**config.mk**
```make
export PLATFORM = sky130hd
export DESIGN_NAME = sdram_refresh_sched
export DESIGN_NICKNAME = d
export VERILOG_FILES = /design/src/rtl/refsched_pkg.sv /design/src/rtl/refsched_timer.sv /design/src/rtl/refsched_debt.sv /design/src/rtl/refsched_fsm.sv /design/src/rtl/sdram_refresh_sched.sv
export SDC_FILE = /design/constraint.sdc
export NUM_CORES = 1
export LEC_CHECK = 0
export CAP_MARGIN = 15
export CORE_ASPECT_RATIO = 1.1
export CORE_UTILIZATION = 56
export CTS_CLUSTER_DIAMETER = 120
export DETAILED_ROUTE_END_ITERATION = 10
export PLACE_DENSITY_LB_ADDON = 0.2
export REMOVE_ABC_BUFFERS = 1
export SLEW_MARGIN = 20
export SYNTH_ARGS = -nofsm -noshare
export SYNTH_HDL_FRONTEND = slang
export SYNTH_SLANG_ARGS = --single-unit
```
**constraint.sdc**
```tcl
create_clock -name clk -period 3 [get_ports clk]
set_clock_uncertainty 0.15 [all_clocks]
set_input_delay 0.6 -clock clk [delete_from_list [all_inputs] [get_ports clk]]
set_output_delay 0.6 -clock clk [all_outputs]
set_load 0.005 [all_outputs]
```
**src/rtl/refsched_pkg.sv**
```systemverilog
package refsched_pkg;

    typedef enum logic [1:0] {
        CMD_NOP  = 2'd0,
        CMD_PREA = 2'd1,
        CMD_REF  = 2'd2
    } sdram_cmd_e;

    typedef enum logic [2:0] {
        ST_IDLE,
        ST_ASK,
        ST_OWN,
        ST_DRAIN,
        ST_HOLD
    } sched_state_e;

    // one-cycle update pulses for the refresh backlog
    typedef struct packed {
        logic inc;
        logic dec;
    } debt_upd_t;

    function automatic int bits_for(input int n);
        return (n <= 2) ? 1 : $clog2(n);
    endfunction

endpackage

```
**src/rtl/refsched_timer.sv**
```systemverilog
module refsched_timer #(
    parameter int INTERVAL_CYC = 1560
) (
    input  logic clk,
    input  logic rst,
    output logic tick
);
    localparam int CW = refsched_pkg::bits_for(INTERVAL_CYC);
    localparam logic [CW-1:0] LAST = CW'(INTERVAL_CYC - 1);

    logic [CW-1:0] cnt;

    always_ff @(posedge clk) begin
        if (rst)
            cnt <= '0;
        else if (cnt == LAST)
            cnt <= '0;
        else
            cnt <= cnt + 1'b1;
    end

    assign tick = (cnt == LAST);

endmodule

```
**src/rtl/refsched_debt.sv**
```systemverilog
module refsched_debt #(
    parameter int MAX_OWED = 8
) (
    input  logic                    clk,
    input  logic                    rst,
    input  refsched_pkg::debt_upd_t upd,
    output logic                    owed_nz,
    output logic                    owed_full
);
    localparam int DW = refsched_pkg::bits_for(MAX_OWED + 1);
    localparam logic [DW-1:0] FULL = DW'(MAX_OWED);

    logic [DW-1:0] owed;
    logic inc_ok, dec_ok;

    assign inc_ok = upd.inc && (owed != FULL);
    assign dec_ok = upd.dec && (owed != '0);

    always_ff @(posedge clk) begin
        if (rst)
            owed <= '0;
        else begin
            case ({inc_ok, dec_ok})
                2'b10:   owed <= owed + 1'b1;
                2'b01:   owed <= owed - 1'b1;
                default: owed <= owed;
            endcase
        end
    end

    assign owed_nz   = (owed != '0);
    assign owed_full = (owed == FULL);

    assert_owed_cap_R3: assert property (@(posedge clk) disable iff (rst)
        owed <= FULL);

    assert_no_underflow_R3: assert property (@(posedge clk) disable iff (rst)
        upd.dec |-> owed != '0);

    assert_sat_holds_R3: assert property (@(posedge clk) disable iff (rst)
        (owed == FULL && upd.inc && !upd.dec) |=> owed == FULL);

endmodule

```
**src/rtl/refsched_fsm.sv**
```systemverilog
module refsched_fsm #(
    parameter int TRFC_CYC = 15   // must be at least 2
) (
    input  logic                     clk,
    input  logic                     rst,
    input  logic                     owed_nz,
    input  logic                     owed_full,
    input  logic                     traffic_pending,
    input  logic                     banks_idle,
    input  logic                     bus_grant,
    output logic                     bus_req,
    output logic                     busy,
    output refsched_pkg::sdram_cmd_e cmd_o,
    output logic                     ref_issued
);
    import refsched_pkg::*;

    localparam int HW = bits_for(TRFC_CYC);
    localparam logic [HW-1:0] HOLD_LAST = HW'(TRFC_CYC - 2);

    sched_state_e st, nxt;
    logic [HW-1:0] hold_cnt;

    always_comb begin
        nxt        = st;
        cmd_o      = CMD_NOP;
        ref_issued = 1'b0;
        unique case (st)
            ST_IDLE:  if (owed_nz && (!traffic_pending || owed_full)) nxt = ST_ASK;
            ST_ASK:   if (bus_grant) nxt = ST_OWN;
            ST_OWN: begin
                if (banks_idle) begin
                    cmd_o      = CMD_REF;
                    ref_issued = 1'b1;
                    nxt        = ST_HOLD;
                end else begin
                    cmd_o = CMD_PREA;
                    nxt   = ST_DRAIN;
                end
            end
            ST_DRAIN: if (banks_idle) nxt = ST_OWN;
            ST_HOLD:  if (hold_cnt == HOLD_LAST) nxt = ST_IDLE;
            default:  nxt = ST_IDLE;
        endcase
    end

    always_ff @(posedge clk) begin
        if (rst) begin
            st       <= ST_IDLE;
            hold_cnt <= '0;
        end else begin
            st       <= nxt;
            hold_cnt <= (st == ST_HOLD) ? hold_cnt + 1'b1 : '0;
        end
    end

    assign bus_req = (st != ST_IDLE);
    assign busy    = (st == ST_OWN) || (st == ST_DRAIN) || (st == ST_HOLD);

    assert_nop_when_free_R9: assert property (@(posedge clk) disable iff (rst)
        !busy |-> cmd_o == CMD_NOP);

    assert_ref_banks_idle_R6: assert property (@(posedge clk) disable iff (rst)
        cmd_o == CMD_REF |-> banks_idle);

    assert_ref_has_debt_R2: assert property (@(posedge clk) disable iff (rst)
        cmd_o == CMD_REF |-> owed_nz);

    assert_hold_after_ref_R7: assert property (@(posedge clk) disable iff (rst)
        cmd_o == CMD_REF |=> busy && cmd_o == CMD_NOP);

    assert_busy_implies_req_R4: assert property (@(posedge clk) disable iff (rst)
        busy |-> bus_req);

    assert_defer_under_traffic_R5: assert property (@(posedge clk) disable iff (rst)
        $rose(bus_req) |-> $past(!traffic_pending || owed_full));

    assert_busy_needs_grant_R8: assert property (@(posedge clk) disable iff (rst)
        $rose(busy) |-> $past(bus_grant && bus_req));

endmodule

```
**src/rtl/sdram_refresh_sched.sv**
```systemverilog
module sdram_refresh_sched #(
    parameter int INTERVAL_CYC = 1560,
    parameter int TRFC_CYC     = 15,
    parameter int MAX_OWED     = 8
) (
    input  logic       clk,
    input  logic       rst,
    input  logic       traffic_pending,
    input  logic       banks_idle,
    input  logic       bus_grant,
    output logic       bus_req,
    output logic       busy,
    output logic [1:0] cmd
);
    import refsched_pkg::*;

    logic       tick;
    logic       ref_issued;
    logic       owed_nz, owed_full;
    debt_upd_t  upd;
    sdram_cmd_e fsm_cmd;

    refsched_timer #(.INTERVAL_CYC(INTERVAL_CYC)) u_timer (
        .clk (clk),
        .rst (rst),
        .tick(tick)
    );

    assign upd = '{inc: tick, dec: ref_issued};

    refsched_debt #(.MAX_OWED(MAX_OWED)) u_debt (
        .clk      (clk),
        .rst      (rst),
        .upd      (upd),
        .owed_nz  (owed_nz),
        .owed_full(owed_full)
    );

    refsched_fsm #(.TRFC_CYC(TRFC_CYC)) u_fsm (
        .clk            (clk),
        .rst            (rst),
        .owed_nz        (owed_nz),
        .owed_full      (owed_full),
        .traffic_pending(traffic_pending),
        .banks_idle     (banks_idle),
        .bus_grant      (bus_grant),
        .bus_req        (bus_req),
        .busy           (busy),
        .cmd_o          (fsm_cmd),
        .ref_issued     (ref_issued)
    );

    assign cmd = fsm_cmd;

endmodule

```
* After elaboration in Yosys (flattened, before gate mapping) *
Index checks and enable logic that the tools add are counted.

cells by class
  multiplexer cells = 11
  reduce and logical (&&, ||, !) cells = 14
  bitwise gates (word level) = 1
  add/sub/neg operators = 4
  eq/ne operators = 14

operators with widths
  cell                                                    number
  two-way mux 3 bit                                       5
  one-hot mux 3 bit (5 select lines)                      1
  adder 11 x 1 -> 11 bit (second input constant)          1
  == test 11 bit (second input constant)                  1
  adder 4 x 1 -> 4 bit (second input constant)            2
  == test 4 bit (second input constant)                   2
  one-hot mux 4 bit (2 select lines)                      1
  == test 3 x 2 -> 1 bit (second input constant)          2
  two-way mux 2 bit                                       2
  inequality test 2 x 1 -> 1 bit (second input constant)  2
  inequality test 2 bit (second input constant)           2
  inequality test 4 bit (second input constant)           1
  AND reduction 4 bit                                     1
  nonzero test 4 bit                                      1
  OR reduction 2 bit                                      2
  subtractor 4 x 1 -> 4 bit (second input constant)       1
  == test 3 x 1 -> 1 bit (second input constant)          1
  == test 3 bit (second input constant)                   1
  logical AND 1 bit                                       3
  zero test 3 bit                                         1
  logical OR 1 bit                                        3
  nonzero test 3 bit                                      1
  == test 2 x 1 -> 1 bit (second input constant)          1
  == test 2 bit (second input constant)                   1
  4 further kinds                                         5

storage, ports and cells
  bits in registers = 22
  logic and storage cells = 48
  output and inout port bits = 4
  input bits = 5

* Depth between registers and ports, before layout *
  depth in word-level cells = 5
  mapped depth = 11
  mapped depth without buffers = 11

* Modules after synthesis *
Synthesis repeated with hierarchy kept, for this count alone.

unflattened totals
  cell total of the unflattened synthesis = 129
  area, all modules = 1,157.4 µm²

modules (own cells, without submodules)
  module          instances  cells an instance  area an instance (µm²)  sequential area each (µm²)
  refsched_timer  1          56                 519.2                   220.2
  refsched_fsm    1          41                 364.1                   140.1
  refsched_debt   1          32                 274.0                   80.1

* Least setup slack after synthesis *
No wires, ideal clock.

  kind = flip-flop to flip-flop
  start = register u_timer.cnt[0]
  end = register u_debt.owed[3]
  path buffers = 1
  stages on the path, launching flop included = 11
  slack = 509 ps
  library setup time = 121 ps
  data arrival time = 2,220 ps
  data required time = 2,729 ps
  path through = dfxtp_1 ha_1 nand3_1 nand3b_1 a21o_1 ha_1 clkbuf_1 nor4b_1 o21ai_1 o31ai_1 mux2_2

on the way
  longest elaborated chain between the ends = 4
  elaborated cells on any way between the ends = 6

ends and longest elaborated chain
  element                                                                          RTL line              RTL
  start, declared                                                                  refsched_timer.sv:11  logic [CW-1:0] cnt;
  start signal, assigned                                                           refsched_timer.sv:19  cnt <= cnt + 1'b1;
  == test 11 bit *                                                                 refsched_timer.sv:22  assign tick = (cnt == LAST);
  logical AND 1 bit *                                                              refsched_debt.sv:16   assign inc_ok = upd.inc && (owed != FULL);
  == test 2 x 1 -> 1 bit / == test 2 bit (equally long branches)                   refsched_debt.sv:23   case ({inc_ok, dec_ok})
  one-hot mux 4 bit (2 select lines) / nonzero test 2 bit (equally long branches)  n/a
  end signal, assigned                                                             refsched_debt.sv:24   2'b10: owed <= owed + 1'b1;
  end signal, assigned                                                             refsched_debt.sv:25   2'b01: owed <= owed - 1'b1;
  end signal, assigned                                                             refsched_debt.sv:26   default: owed <= owed;
  end, declared                                                                    refsched_debt.sv:13   logic [DW-1:0] owed;

Every way passes the cells marked *; elsewhere a longest branch is shown, timed or not.
A chain may end at the register's enable or synchronous reset.

* Worst setup path after layout *
Ends and elaborated chain as after synthesis.

==> impl_metrics.py <==
metrics = {
    "min_path": {
        "hold_start": "u_timer.cnt[0]",
        "hold_depth": 1,
        "holdCritPathClass": "reg2reg",
        "hold_path_end": "u_timer.cnt[0]",
    },
    "clock_tree": {
        "hold_buffers": 0,
        "cts-resized-gates": 0,
        "htree_levels": 1,
        "clock-sinks": 22,
        "cts-root-buf": "clkbuf_4",
        "cts_buffers": 3,
        "tritoncts": "yes",
        "cts_setup_buffers": 0,
        "clk_pin_slew_ns": 0.13,
        "clkLatencyLatePin_ns": 0.31,
        "clockBufferDepth": 2,
    },
    "critical_path": {
        "crit_path_start_kind": "flop",
        "max_stage_delay_ns": 0.38,
        "arrival_ns": 2.73,
        "reg2reg_to": "u_debt.owed[3]",
        "slowest_stage": "ha_1",
        "reg2reg_depth": 9,
        "critPathTopFamily": "simple AND/OR/NAND/NOR gates",
        "crit_fanout": 7,
        "r2r_setup_slack_ns": 0.33,
        "worstReg2RegStart": "u_timer.cnt[0]",
        "cp-end-kind": "flop",
        "required_ns": 3.06,
        "crit_chain": "ha_1 -> nand3_1 -> nand3b_1 -> a21o_1 -> ha_1 -> nor4b_1 -> o21ai_1 -> o31ai_1 -> mux2_2",
        "crit_top_cell": "ha_1",
        "cp_num_buf_inv": 0,
        "critical_path_class": "reg2reg",
    },
    "yosys": {
        "synth_cell_types": 38,
        "syn-instance-count": 126,
        "ys_seq_elements": 22,
        "ys_warn_count": 0,
        "seq_area_frac_synth_pct": 38.90,
        "async_reset_ff_share_pct": 0,
        "synth_common_cells": "25 x nor2_1, 22 x dfxtp_1, 7 x nand3_1, 7 x xnor2_1, 7 x xor2_1",
        "synth.largest_area_cell": "dfxtp_1",
        "synth_ff_type": "dfxtp_1",
        "yosys-top-cells-area": "dfxtp_1 39%, nor2_1 8.3%, ha_1 6.6%",
        "synth-edff-count": 0,
        "synth_top_area_share_pct": 38.90,
        "yosysMostFrequentCell": "nor2_1",
        "synth_mux_area_share_pct": 1.878,
        "synthXorXnorAreaFrac_pct": 10.83,
        "synth-simple-area-share_pct": 26.08,
        "syn_avg_cell_area_um2": 8.987,
        "synth.cell_area_um2": 1132,
        "synth_compound_area_share_pct": 10.94,
        "synth_fa_ha_area_share_pct": 6.630,
        "synth_top_family_by_area": "simple AND/OR/NAND/NOR gates",
    },
    "finish": {
        "area_growth_syn_to_layout_pct": 12.60,
        "drive_gt1_share_pct": 8.209,
        "fin_area_um2": 1275,
        "antenna_cells": 0,
        "final_nets": 146,
        "fillCellCount": 157,
    },
    "sta": {
        "timing.final.crit_share_pct": 88.96,
        "slew_headroom_pct": 75.56,
        "tns_ns": 0,
        "rsz0062_at_grt": "no",
        "setup_ws_ns": 0.3311,
        "setup_viol": 0,
        "hold_violations": 0,
        "min_period_ns": 2.669,
        "fmax_mhz": 374.7,
        "timing.hold.ws_ns": 0.3112,
        "max_slew.worst_pin.slew_ns": 0.3665,
        "drv_slew": 0,
    },
    "grt": {
        "grt_max_degree": 14,
        "track_usage_pct": 18.46,
        "grt_antenna_before_repair": 0,
        "grt_remaining_overflow": 0,
        "grt_pass1_wl_mm": 3.042,
        "grt_pass1_vias": 743,
    },
    "floorplan": {
        "dieArea_um2": 2206,
        "num_rows": 16,
        "core-area_um2": 1842,
        "die_w_um": 44.88,
        "initial_utilization_pct": 61.48,
        "io_pins": 9,
        "die_y_um": 49.16,
    },
    "placement": {
        "port-buffer-count": 8,
        "dpl_cell_area_um2": 1222,
        "dp_hpwl_mm": 1.325,
        "gp_congestion": 0.7936,
        "pre_cts_slack_ns": 0.1201,
    },
    "route": {
        "routedWlPerCell_um": 11.12,
        "wl_mm": 1.790,
        "ant_nets": 0,
        "drc": 0,
        "drt_iter0_drc": 19,
        "firstDrtPassIters": 4,
        "vias": 882,
        "viasPerCell": 5.478,
    },
    "outcome": {
        "run_status": "finished clean",
    },
    "run": {
        "maxCapViolCount": 0,
    },
    "power": {
        "total_power_uw": 543.4,
        "max-vdd-ir-drop_uv": 309.3,
        "p_leak_uw": 0.0004723,
        "powerDensity_nw_per_um2": 426.2,
    },
}
[power by group]
group          internal (µW)  switching, µW
sequential               296           3.13
combinational           9.36           8.99
clock                    135           91.3
[layout make-up]
type	instances	area, µm²	area share, %
inverters	6	22.52	1.766
multi-input cells	93	638.1	50.05
repair buffers	9	87.58	6.869
clock inverters	1	30.03	2.355
clock buffers	3	22.52	1.766
flip-flops and latches	22	440.4	34.54
well taps	27	33.78	2.650
[state kept, by name, summed over array words and instances, names as in the netlist]
signal,cells
u_fsm.st,3
u_timer.cnt,11
u_debt.owed,4
u_fsm.hold_cnt,4
[worst register-to-register path, stage by stage (launching register included)]
cell and delay (ns):
dfxtp_1 0.37, ha_1 0.28, nand3_1 0.12, nand3b_1 0.20, a21o_1 0.20, ha_1 0.38
nor4b_1 0.35, o21ai_1 0.10, o31ai_1 0.08, mux2_2 0.35
[cell usage in the layout (no fill, tap or decap), types with 2 or more instances in the layout]
| master | n |
|---|---|
| xnor2_1 | 7 |
| nand3_1 | 7 |
| dfxtp_1 | 22 |
| nor2_1 | 25 |
| nor4b_1 | 2 |
| or3_1 | 2 |
| clkbuf_4 | 3 |
| xor2_1 | 7 |
| a21oi_1 | 3 |
| nor4_2 | 2 |
| clkdlybuf4s50_1 | 8 |
| nand2_1 | 5 |
| nor2b_1 | 2 |
| nor3_1 | 2 |
| a31o_1 | 2 |
| inv_1 | 6 |
| o21ai_0 | 3 |
| ha_1 | 6 |
[worst max-delay path by stage]
stage | startpoint | end | slack (ns) | cells past startpoint
2_1_floorplan | u_timer.cnt[0] | u_debt.owed[3] | 0.57 | 9
6_report | u_timer.cnt[0] | u_debt.owed[3] | 0.33 | 9
3_5_place_dp | banks_idle | u_debt.owed[2] | 0.12 | 10
3_3_place_gp | banks_idle | u_debt.owed[2] | 0.18 | 10
5_1_grt | u_timer.cnt[0] | u_debt.owed[3] | 0.12 | 9
4_1_cts | banks_idle | cmd[0] | 0.33 | 4
[layer usage]
metal / vias to the layer above / global-route usage [%] / share of wire (%)
met5: - / 0 / 0
met4: 0 / 9.091 / 0.67
met3: 2 / 3.333 / 3.9
met2: 23 / 28.19 / 49
met1: 414 / 24.59 / 46
li1: 443 / - / -
[stage by stage]
| stage | util, % | instances |
|---|---|---|
| global placement | 66.37 | 157 |
| global route | 69.23 | 161 |
| CTS | 69.23 | 161 |
| floorplan | - | 121 |
| finish | 69.23 | 161 |
| detailed placement | 66.37 | 157 |
[kinds of logic after synthesis]
logic type	count (synthesis)
simple gates	56
flops	22
compound gates	15
xor+xnor	14
buf+inv	11
fa+ha+maj	6
mux	2
Power figures use the tool's default switching activity.
